$ cat config.mk
export PLATFORM = sky130hd
export DESIGN_NAME = blit_copy_seq
export DESIGN_NICKNAME = d
export VERILOG_FILES = /design/src/rtl/blit_pkg.sv /design/src/rtl/blit_slot_seq.sv /design/src/rtl/blit_word_cnt.sv /design/src/rtl/blit_chan_ptr.sv /design/src/rtl/blit_copy_seq.sv
export SDC_FILE = /design/constraint.sdc
export NUM_CORES = 1
export LEC_CHECK = 0
export BUFFER_PORTS_ARGS = -buffer_cell sky130_fd_sc_hd__buf_4
export CORE_ASPECT_RATIO = 0.8
export CORE_MARGIN = 4
export CORE_UTILIZATION = 31
export CTS_CLUSTER_SIZE = 8
export DETAILED_ROUTE_END_ITERATION = 12
export GPL_TIMING_DRIVEN = 0
export MAX_ROUTING_LAYER = met4
export PLACE_DENSITY = 0.47
export SLEW_MARGIN = 20
export SYNTH_ARGS = -nofsm -noshare
export SYNTH_HDL_FRONTEND = slang
export SYNTH_SLANG_ARGS = --single-unit
$ cat constraint.sdc
create_clock -name clk -period 11.5 [get_ports clk]
set_input_delay 0 -clock clk [delete_from_list [all_inputs] [get_ports clk]]
set_output_delay 0 -clock clk [all_outputs]
set_load 0.01 [all_outputs]
$ cat src/rtl/blit_pkg.sv
package blit_pkg;

    typedef enum logic [2:0] {
        SLOT_IDLE  = 3'd0,
        SLOT_A     = 3'd1,
        SLOT_B     = 3'd2,
        SLOT_C     = 3'd3,
        SLOT_W     = 3'd4,
        SLOT_FLUSH = 3'd5
    } slot_e;

    // Slot that follows cur among the enabled sources; SLOT_IDLE as cur
    // yields the first slot of a word.
    function automatic slot_e next_src_slot(input slot_e cur, input logic [2:0] src_en);
        slot_e nxt;
        nxt = SLOT_W;
        case (cur)
            SLOT_IDLE: begin
                if (src_en[0])      nxt = SLOT_A;
                else if (src_en[1]) nxt = SLOT_B;
                else if (src_en[2]) nxt = SLOT_C;
            end
            SLOT_A: begin
                if (src_en[1])      nxt = SLOT_B;
                else if (src_en[2]) nxt = SLOT_C;
            end
            SLOT_B: begin
                if (src_en[2])      nxt = SLOT_C;
            end
            default: nxt = SLOT_W;
        endcase
        return nxt;
    endfunction

endpackage

$ cat src/rtl/blit_slot_seq.sv
module blit_slot_seq
    import blit_pkg::*;
(
    input  logic        clk,
    input  logic        rst_n,
    input  logic        go,
    input  logic [2:0]  src_en,
    input  logic        last_word,
    output slot_e       slot,
    output logic        iter_start
);

    typedef struct packed {
        slot_e slot;
        logic  final_word;
    } seq_t;

    seq_t s_q, s_d;
    slot_e first_slot;
    logic  final_now;

    always_comb begin
        first_slot = next_src_slot(SLOT_IDLE, src_en);
        iter_start = (s_q.slot != SLOT_IDLE) && (s_q.slot != SLOT_FLUSH)
                     && (s_q.slot == first_slot);
        final_now  = s_q.final_word | (iter_start & last_word);
        s_d        = s_q;
        case (s_q.slot)
            SLOT_IDLE: begin
                if (go) begin
                    s_d.slot       = first_slot;
                    s_d.final_word = 1'b0;
                end
            end
            SLOT_A, SLOT_B, SLOT_C: begin
                s_d.slot       = next_src_slot(s_q.slot, src_en);
                s_d.final_word = final_now;
            end
            SLOT_W: begin
                s_d.slot       = final_now ? SLOT_FLUSH : first_slot;
                s_d.final_word = final_now;
            end
            default: begin
                s_d.slot       = SLOT_IDLE;
                s_d.final_word = 1'b0;
            end
        endcase
    end

    always_ff @(posedge clk) begin
        if (!rst_n) begin
            s_q.slot       <= SLOT_IDLE;
            s_q.final_word <= 1'b0;
        end else begin
            s_q <= s_d;
        end
    end

    assign slot = s_q.slot;

    AST_FLUSH_AFTER_WRITE: assert property (@(posedge clk) disable iff (!rst_n)
        (s_q.slot == SLOT_FLUSH) |-> ($past(s_q.slot) == SLOT_W));
    AST_COPY_RUNS_ON: assert property (@(posedge clk) disable iff (!rst_n)
        (s_q.slot inside {SLOT_A, SLOT_B, SLOT_C, SLOT_W}) |=> (s_q.slot != SLOT_IDLE));
    AST_IDLE_HOLDS: assert property (@(posedge clk) disable iff (!rst_n)
        (s_q.slot == SLOT_IDLE && !go) |=> (s_q.slot == SLOT_IDLE));

endmodule

$ cat src/rtl/blit_word_cnt.sv
module blit_word_cnt #(
    parameter int CNT_W  = 10,
    parameter int DATA_W = 16
) (
    input  logic              clk,
    input  logic              rst_n,
    input  logic              go,
    input  logic [CNT_W-1:0]  width,
    input  logic [CNT_W-1:0]  height,
    input  logic [DATA_W-1:0] first_mask,
    input  logic [DATA_W-1:0] last_mask,
    input  logic              iter_start,
    output logic [DATA_W-1:0] a_mask,
    output logic              row_start,
    output logic              last_word
);

    localparam logic [DATA_W-1:0] ALL_ONES = {DATA_W{1'b1}};

    typedef struct packed {
        logic [CNT_W-1:0]  w;
        logic [CNT_W-1:0]  h;
        logic [CNT_W-1:0]  col;
        logic [CNT_W-1:0]  row;
        logic [DATA_W-1:0] fm;
        logic [DATA_W-1:0] lm;
        logic [DATA_W-1:0] mask;
    } cnt_t;

    cnt_t c_q, c_d;
    logic [CNT_W-1:0]  col_inc, row_inc;
    logic              col_end;
    logic [DATA_W-1:0] mask_new;

    always_comb begin
        col_inc   = c_q.col + 1'b1;
        row_inc   = c_q.row + 1'b1;
        col_end   = (col_inc == c_q.w);
        mask_new  = (c_q.col == '0) ? c_q.fm : ALL_ONES;
        if (col_end) mask_new = mask_new & c_q.lm;
        row_start = iter_start && (c_q.col == '0) && (c_q.row != '0);
        last_word = iter_start && col_end && (row_inc == c_q.h);
        a_mask    = iter_start ? mask_new : c_q.mask;

        c_d = c_q;
        if (go) begin
            c_d.w    = width;
            c_d.h    = height;
            c_d.fm   = first_mask;
            c_d.lm   = last_mask;
            c_d.col  = '0;
            c_d.row  = '0;
            c_d.mask = ALL_ONES;
        end else if (iter_start) begin
            c_d.mask = mask_new;
            if (col_end) begin
                c_d.col = '0;
                c_d.row = row_inc;
            end else begin
                c_d.col = col_inc;
            end
        end
    end

    always_ff @(posedge clk) begin
        if (!rst_n) begin
            c_q <= '0;
        end else begin
            c_q <= c_d;
        end
    end

    AST_COL_IN_RANGE: assert property (@(posedge clk) disable iff (!rst_n)
        (c_q.w != '0) |-> (c_q.col < c_q.w));
    AST_ROW_NOT_PAST: assert property (@(posedge clk) disable iff (!rst_n)
        (c_q.row <= c_q.h));

endmodule

$ cat src/rtl/blit_chan_ptr.sv
module blit_chan_ptr #(
    parameter int PTR_W = 20,
    parameter int MOD_W = 16
) (
    input  logic             clk,
    input  logic             rst_n,
    input  logic             go,
    input  logic [PTR_W-1:0] init,
    input  logic [MOD_W-1:0] modulo,
    input  logic             en,
    input  logic             desc,
    input  logic             row_start,
    input  logic             step,
    output logic [PTR_W-1:0] ptr
);

    localparam int EXT_W = PTR_W - MOD_W;

    logic [PTR_W-1:0] ptr_q, ptr_d;
    logic [PTR_W-1:0] mod_ext, adj, inc;

    always_comb begin
        mod_ext = {{EXT_W{modulo[MOD_W-1]}}, modulo};
        adj     = '0;
        if (row_start && en) adj = desc ? (~mod_ext + 1'b1) : mod_ext;
        ptr     = ptr_q + adj;
        inc     = '0;
        if (step) inc = desc ? {PTR_W{1'b1}} : {{(PTR_W-1){1'b0}}, 1'b1};
        ptr_d   = go ? init : (ptr + inc);
    end

    always_ff @(posedge clk) begin
        if (!rst_n) begin
            ptr_q <= '0;
        end else begin
            ptr_q <= ptr_d;
        end
    end

    AST_STEP_IS_UNIT: assert property (@(posedge clk) disable iff (!rst_n)
        (step && !row_start && !go) |=>
        ((ptr_q - $past(ptr_q)) == ($past(desc) ? {PTR_W{1'b1}} : {{(PTR_W-1){1'b0}}, 1'b1})));

endmodule

$ cat src/rtl/blit_copy_seq.sv
module blit_copy_seq
    import blit_pkg::*;
#(
    parameter int DATA_W = 16,
    parameter int PTR_W  = 20,
    parameter int MOD_W  = 16,
    parameter int CNT_W  = 10
) (
    input  logic              clk,
    input  logic              rst_n,
    input  logic              start,
    input  logic [CNT_W-1:0]  cfg_width,
    input  logic [CNT_W-1:0]  cfg_height,
    input  logic              cfg_desc,
    input  logic [3:0]        cfg_chan_en,
    input  logic [PTR_W-1:0]  cfg_ptr_a,
    input  logic [PTR_W-1:0]  cfg_ptr_b,
    input  logic [PTR_W-1:0]  cfg_ptr_c,
    input  logic [PTR_W-1:0]  cfg_ptr_d,
    input  logic [MOD_W-1:0]  cfg_mod_a,
    input  logic [MOD_W-1:0]  cfg_mod_b,
    input  logic [MOD_W-1:0]  cfg_mod_c,
    input  logic [MOD_W-1:0]  cfg_mod_d,
    input  logic [DATA_W-1:0] cfg_first_mask,
    input  logic [DATA_W-1:0] cfg_last_mask,
    input  logic [PTR_W-1:0]  cfg_addr_mask,
    output logic              mem_rd,
    output logic              mem_wr,
    output logic [PTR_W-1:0]  mem_addr,
    output logic [DATA_W-1:0] mem_wdata,
    input  logic [DATA_W-1:0] mem_rdata,
    output logic              busy,
    output logic              bus_used,
    output logic              blit_irq,
    output logic              not_zero
);

    localparam int NCH  = 4;
    localparam int CH_D = NCH - 1;

    typedef struct packed {
        logic [NCH-1:0]             en;
        logic                       desc;
        logic [PTR_W-1:0]           amask;
        logic [NCH-1:0][MOD_W-1:0]  mods;
        logic                       a_rd;
        logic [DATA_W-1:0]          a_hold;
        logic                       pend_vld;
        logic [PTR_W-1:0]           pend_addr;
        logic [DATA_W-1:0]          pend_data;
        logic                       nz;
    } top_t;

    top_t s_q, s_d;

    slot_e                     slot;
    logic                      go, iter_start, row_start, last_word;
    logic [2:0]                src_en;
    logic [DATA_W-1:0]         a_mask, a_word, out_word;
    logic [NCH-1:0][PTR_W-1:0] init_ptr, ptr_eff;
    logic [NCH-1:0]            step;

    assign go       = start && (slot == SLOT_IDLE);
    assign src_en   = go ? cfg_chan_en[2:0] : s_q.en[2:0];
    assign init_ptr = {cfg_ptr_d, cfg_ptr_c, cfg_ptr_b, cfg_ptr_a};
    assign step[0]  = (slot == SLOT_A);
    assign step[1]  = (slot == SLOT_B);
    assign step[2]  = (slot == SLOT_C);
    assign step[3]  = (slot == SLOT_W);

    blit_slot_seq u_seq (
        .clk        (clk),
        .rst_n      (rst_n),
        .go         (go),
        .src_en     (src_en),
        .last_word  (last_word),
        .slot       (slot),
        .iter_start (iter_start)
    );

    blit_word_cnt #(.CNT_W(CNT_W), .DATA_W(DATA_W)) u_cnt (
        .clk        (clk),
        .rst_n      (rst_n),
        .go         (go),
        .width      (cfg_width),
        .height     (cfg_height),
        .first_mask (cfg_first_mask),
        .last_mask  (cfg_last_mask),
        .iter_start (iter_start),
        .a_mask     (a_mask),
        .row_start  (row_start),
        .last_word  (last_word)
    );

    for (genvar ch = 0; ch < NCH; ch++) begin : g_ptr
        blit_chan_ptr #(.PTR_W(PTR_W), .MOD_W(MOD_W)) u_ptr (
            .clk       (clk),
            .rst_n     (rst_n),
            .go        (go),
            .init      (init_ptr[ch]),
            .modulo    (s_q.mods[ch]),
            .en        (s_q.en[ch]),
            .desc      (s_q.desc),
            .row_start (row_start),
            .step      (step[ch]),
            .ptr       (ptr_eff[ch])
        );
    end

    always_comb begin
        a_word   = s_q.a_rd ? mem_rdata : s_q.a_hold;
        out_word = a_word & a_mask;

        mem_rd    = (slot == SLOT_A) || (slot == SLOT_B) || (slot == SLOT_C);
        mem_wr    = ((slot == SLOT_W) || (slot == SLOT_FLUSH)) && s_q.pend_vld;
        mem_wdata = s_q.pend_data;
        case (slot)
            SLOT_A:  mem_addr = ptr_eff[0] & s_q.amask;
            SLOT_B:  mem_addr = ptr_eff[1] & s_q.amask;
            SLOT_C:  mem_addr = ptr_eff[2] & s_q.amask;
            default: mem_addr = s_q.pend_addr;
        endcase

        s_d        = s_q;
        s_d.a_rd   = (slot == SLOT_A);
        s_d.a_hold = a_word;
        if (go) begin
            s_d.en       = cfg_chan_en;
            s_d.desc     = cfg_desc;
            s_d.amask    = cfg_addr_mask;
            s_d.mods     = {cfg_mod_d, cfg_mod_c, cfg_mod_b, cfg_mod_a};
            s_d.a_hold   = '0;
            s_d.pend_vld = 1'b0;
            s_d.nz       = 1'b0;
        end else if (slot == SLOT_W) begin
            s_d.pend_vld  = 1'b1;
            s_d.pend_addr = ptr_eff[CH_D] & s_q.amask;
            s_d.pend_data = out_word;
            s_d.nz        = s_q.nz | (|out_word);
        end else if (slot == SLOT_FLUSH) begin
            s_d.pend_vld  = 1'b0;
        end
    end

    always_ff @(posedge clk) begin
        if (!rst_n) begin
            s_q <= '0;
        end else begin
            s_q <= s_d;
        end
    end

    assign busy     = (slot != SLOT_IDLE);
    assign bus_used = (slot != SLOT_IDLE);
    assign blit_irq = (slot == SLOT_FLUSH);
    assign not_zero = s_q.nz;

    AST_WRITE_NEEDS_PENDING: assert property (@(posedge clk) disable iff (!rst_n)
        mem_wr |-> s_q.pend_vld);
    AST_IRQ_SINGLE: assert property (@(posedge clk) disable iff (!rst_n)
        blit_irq |=> (!blit_irq && !busy));
    AST_IDLE_NO_ACCESS: assert property (@(posedge clk) disable iff (!rst_n)
        !bus_used |-> (!mem_rd && !mem_wr));
    AST_ADDR_MASKED: assert property (@(posedge clk) disable iff (!rst_n)
        (mem_rd || mem_wr) |-> ((mem_addr & ~s_q.amask) == '0));
    AST_ONE_ACCESS: assert property (@(posedge clk) disable iff (!rst_n)
        !(mem_rd && mem_wr));

endmodule

==> reports/qor.csv <==
stage;metric;value;unit
outcome;outcome;finished, final reports clean;
floorplanning;start_util;31.4;%
synthesis;netlist_instances;2825;
clock_tree;clkLatencyLatePin;0.60;ns
worst_setup_path;path_cells;clkbuf_1 > clkbuf_1 > clkbuf_2 > mux2i_1 > nor2_1 > fa_1 > a21o_1 > a21oi_1 > nor2b_1 > o21a_1 > o41ai_1 > xnor2_1 > ha_1 > a21o_1 > a21oi_1 > o31ai_1 > a21oi_1 > o21ai_0 > a311oi_1 > xnor2_1 > nand2_1 > a21oi_1;
worst_setup_path;crit_path_end_kind;flip-flop;
detailed_routing;num_vias;22700;
clock_tree;cts.reportedPaths.clkPinSlew;0.06;ns
synthesis;synth_area;21200;µm²
worst_setup_path;startpoint;s_q[139]$_SDFFE_PN0N_;
sta;hold_slack;0.201;ns
hold_path;hp-class;input port to flip-flop;
grt;grt_first_pass_wirelength;136000;µm
detailed_routing;ant_nets;0;
clock_tree;root_buffer;clkbuf_16;
worst_setup_path;path_common_cell;a21oi_1;
clock_tree;cts_tree;done;
place;place_congestion;0.929;
sta;max_slew_margin;22.2;%
power_and_ir_drop;leakage;11.9;nW
worst_setup_path;cp_slowest_stage_delay;0.92;ns
worst_setup_path;crit_type;flip-flop to flip-flop;
layout;layout.cells.non_filler;4318;
clock_tree;cts_buffers;45;
synthesis;synth_ff_type;dfxtp_1;
synthesis;avgSynthCellArea;7.50;µm²
worst_setup_path;cp.buffers_inverters;3;
worst_setup_path;crit_fanout;10;
power_and_ir_drop;power.total;4.92;mW
place;dp_cells;4025;
worst_setup_path;worst-path-stages;22;
detailed_routing;drtIter0Drc;1978;
detailed_routing;drt-total-wl;91600;µm
synthesis;synth_seq_area_share;29.9;%
layout;syn_to_final_growth;32.8;%
clock_tree;clockBufferDepth;3;
worst_setup_path;r2r_start;s_q[139]$_SDFFE_PN0N_;
sta;finalSetupViolCount;0;
synthesis;synthesis.nets;3245;
worst_setup_path;cpLargestDelayFamily;compound AO/OA/AOI/OAI gates;
clock_tree;htreeDepth;2;
layout;fin_util;41.7;%
grt;antenna_found_initial;3;
job;drv_cap;0;
floorplanning;core;67500;µm²
sta;worst_pin_slew;1.17;ns
sta;skew;0.0216;ns
detailed_routing;viasPerCell;5.27;
sta;finalHoldViolCount;0;
grt;grt_max_degree;23;
sta;grt_setup_unrepaired;false;
sta;tns;0;ns
synthesis;synth_cell_type_count;78;
worst_setup_path;r2r_slack;3.57;ns
grt;grt_overflow;0;
floorplanning;die_x;300;µm
floorplanning;num_rows;85;
detailed_routing;drt-pass1-iter-count;5;
detailed_routing;wl_per_cell;21.2;µm
sta;timing.final.ws_setup;3.57;ns
worst_setup_path;rr_endpoint;g_ptr[0].u_ptr.ptr_q[18]$_SDFF_PN0_;
synthesis;synth-edff-count;0;
layout;final_common_cell;nand2_1;
place;dp_hpwl;71400;µm
clock_tree;cts_setup_buffers;0;
floorplanning;fp.dieH;242;µm
power_and_ir_drop;ir_drop;0.0000986;V
synthesis;synth-seq-cells;316;
grt;first_global_vias;22200;
sta;max_freq;0.126;GHz
power_and_ir_drop;pwr_density_cell;175;nW/µm²
clock_tree;cts_sinks;316;
sta;drv_slew;0;
layout;layout-drive-gt1-share;11.4;%
sta;final.period_utilization;69.0;%
worst_setup_path;required;12.02;ns
floorplanning;num_io_pins;282;
layout;fin_area;28100;µm²
worst_setup_path;cp.arrival;8.45;ns
synthesis;synth-async-reset-ratio;0;%
worst_setup_path;crit_path_end;g_ptr[0].u_ptr.ptr_q[18]$_SDFF_PN0_;
worst_setup_path;startpoint_type;flip-flop;
layout;nets;3819;
worst_setup_path;crit_slowest_cell;clkbuf_1;
grt;grt_use_total;25.0;%
worst_setup_path;r2r_cells;22;
place;port_buffers;281;
detailed_routing;drc;0;
synthesis;ys_warn_count;0;
place;pre_cts_slack;3.68;ns
layout;final_cell_mix;566 x nand2_1, 373 x a21oi_1, 316 x dfxtp_1;
sta;fin_crit;7.93;ns
place;place_area;24500;µm²
floorplanning;dieArea;72600;µm²
[repair_timing]
action	CTS	global route
resized for setup	0	0
hold buffers	240	0
endpoints found under the hold margin	253	0
[routing by layer]
metal	GRT usage (%)	vias up	wire (µm)
met5	-	-	0
met1	34.6	10900	43300
met2	38.6	714	40200
met4	5.88	0	2030
met3	3.68	102	6050
li1	-	11000	-
[worst min-delay path, delay by kind of cell]
family	cells	cell delay, ns
buf+inv	2	0.62
compound gates	1	0.10
simple gates	1	0.04
[cell type report]
cell class / count / area [µm²]
plain buffers: 154 / 661
flip-flops and latches: 316 / 6330
fillers: 6888 / 39400
clock buffers: 48 / 1150
clock inverters: 3 / 66.3
inverters: 57 / 214
diodes: 2 / 5.00
repair buffers: 527 / 4580
multi-input cells: 2298 / 14000
well taps: 913 / 1140
[cells by family after synthesis]
kind of cell | after synthesis | synth area share, %
compound gates | 765 | 21.9
xor+xnor | 220 | 9.29
fa+ha+maj | 180 | 10.9
buf+inv | 211 | 4.10
flops | 316 | 29.9
mux | 30 | 1.42
simple gates | 1103 | 22.5
[Yosys cell counts (7+ instances only)]
cell type    n  area, µm²
a21oi_1    373       1870
or3_1       21        131
nor4_1       8       50.1
and2_1      16        100
a31oi_1     22        138
and3_1      19        119
o41ai_1      7       61.3
or2_2        7       43.8
nand2b_1    16        100
a211oi_1    26        195
or4_1        9       67.6
o21ai_1     20        100
ha_1       172       2150
nor2b_1     16        100
a2bb2oi_1    7       61.3
fa_1         8        160
nor3_1      73        365
o2111ai_1   13        114
o21ai_0     98        490
o21a_1      27        203
o31ai_1     21        158
inv_1       54        203
a211o_1     11       96.3
nand4_1      8       50.1
nor2_1     244        916
xor2_1      88        771
buf_1       10       37.5
a21o_1      41        308
o211ai_1    17        128
clkbuf_1   124        465
mux2i_1     29        290
o22ai_1      9       56.3
buf_4       18        135
o21bai_1    18        135
nand3_1     68        340
nand2_1    566       2120
xnor2_1    129       1130
dfxtp_1    316       6330
[flip-flops by register name, indices dropped and copies added, names as in the netlist]
signal and flops:
g_ptr.u_ptr.ptr_q 80, mem_wdata 16, not_zero 1, s_q 127, u_cnt.c_q 88, u_seq.s_q 1, u_seq.slot 3
[where the power goes]
part | leakage [nW] | total, mW | internal (mW) | switching, mW
clock | 0.592 | 1.24 | 0.703 | 0.535
combinational | 8.73 | 2.21 | 0.725 | 1.48
sequential | 2.59 | 1.47 | 1.31 | 0.162
total | 11.9 | 4.92 | 2.74 | 2.18
[worst min-delay path by stage]
stage,from,to,depth (start not counted)
3_3_place_gp,cfg_ptr_d[18],g_ptr[3].u_ptr.ptr_q[18]$_SDFF_PN0_,3
3_5_place_dp,cfg_ptr_d[18],g_ptr[3].u_ptr.ptr_q[18]$_SDFF_PN0_,3
6_report,cfg_mod_d[10],s_q[113]$_SDFFE_PN0N_,4
4_1_cts,cfg_mod_d[14],s_q[117]$_SDFFE_PN0N_,4
2_1_floorplan,cfg_ptr_d[18],g_ptr[3].u_ptr.ptr_q[18]$_SDFF_PN0_,2
5_1_grt,cfg_last_mask[15],u_cnt.c_q[31]$_SDFFE_PN0N_,4
Power figures use the tool's default switching activity.
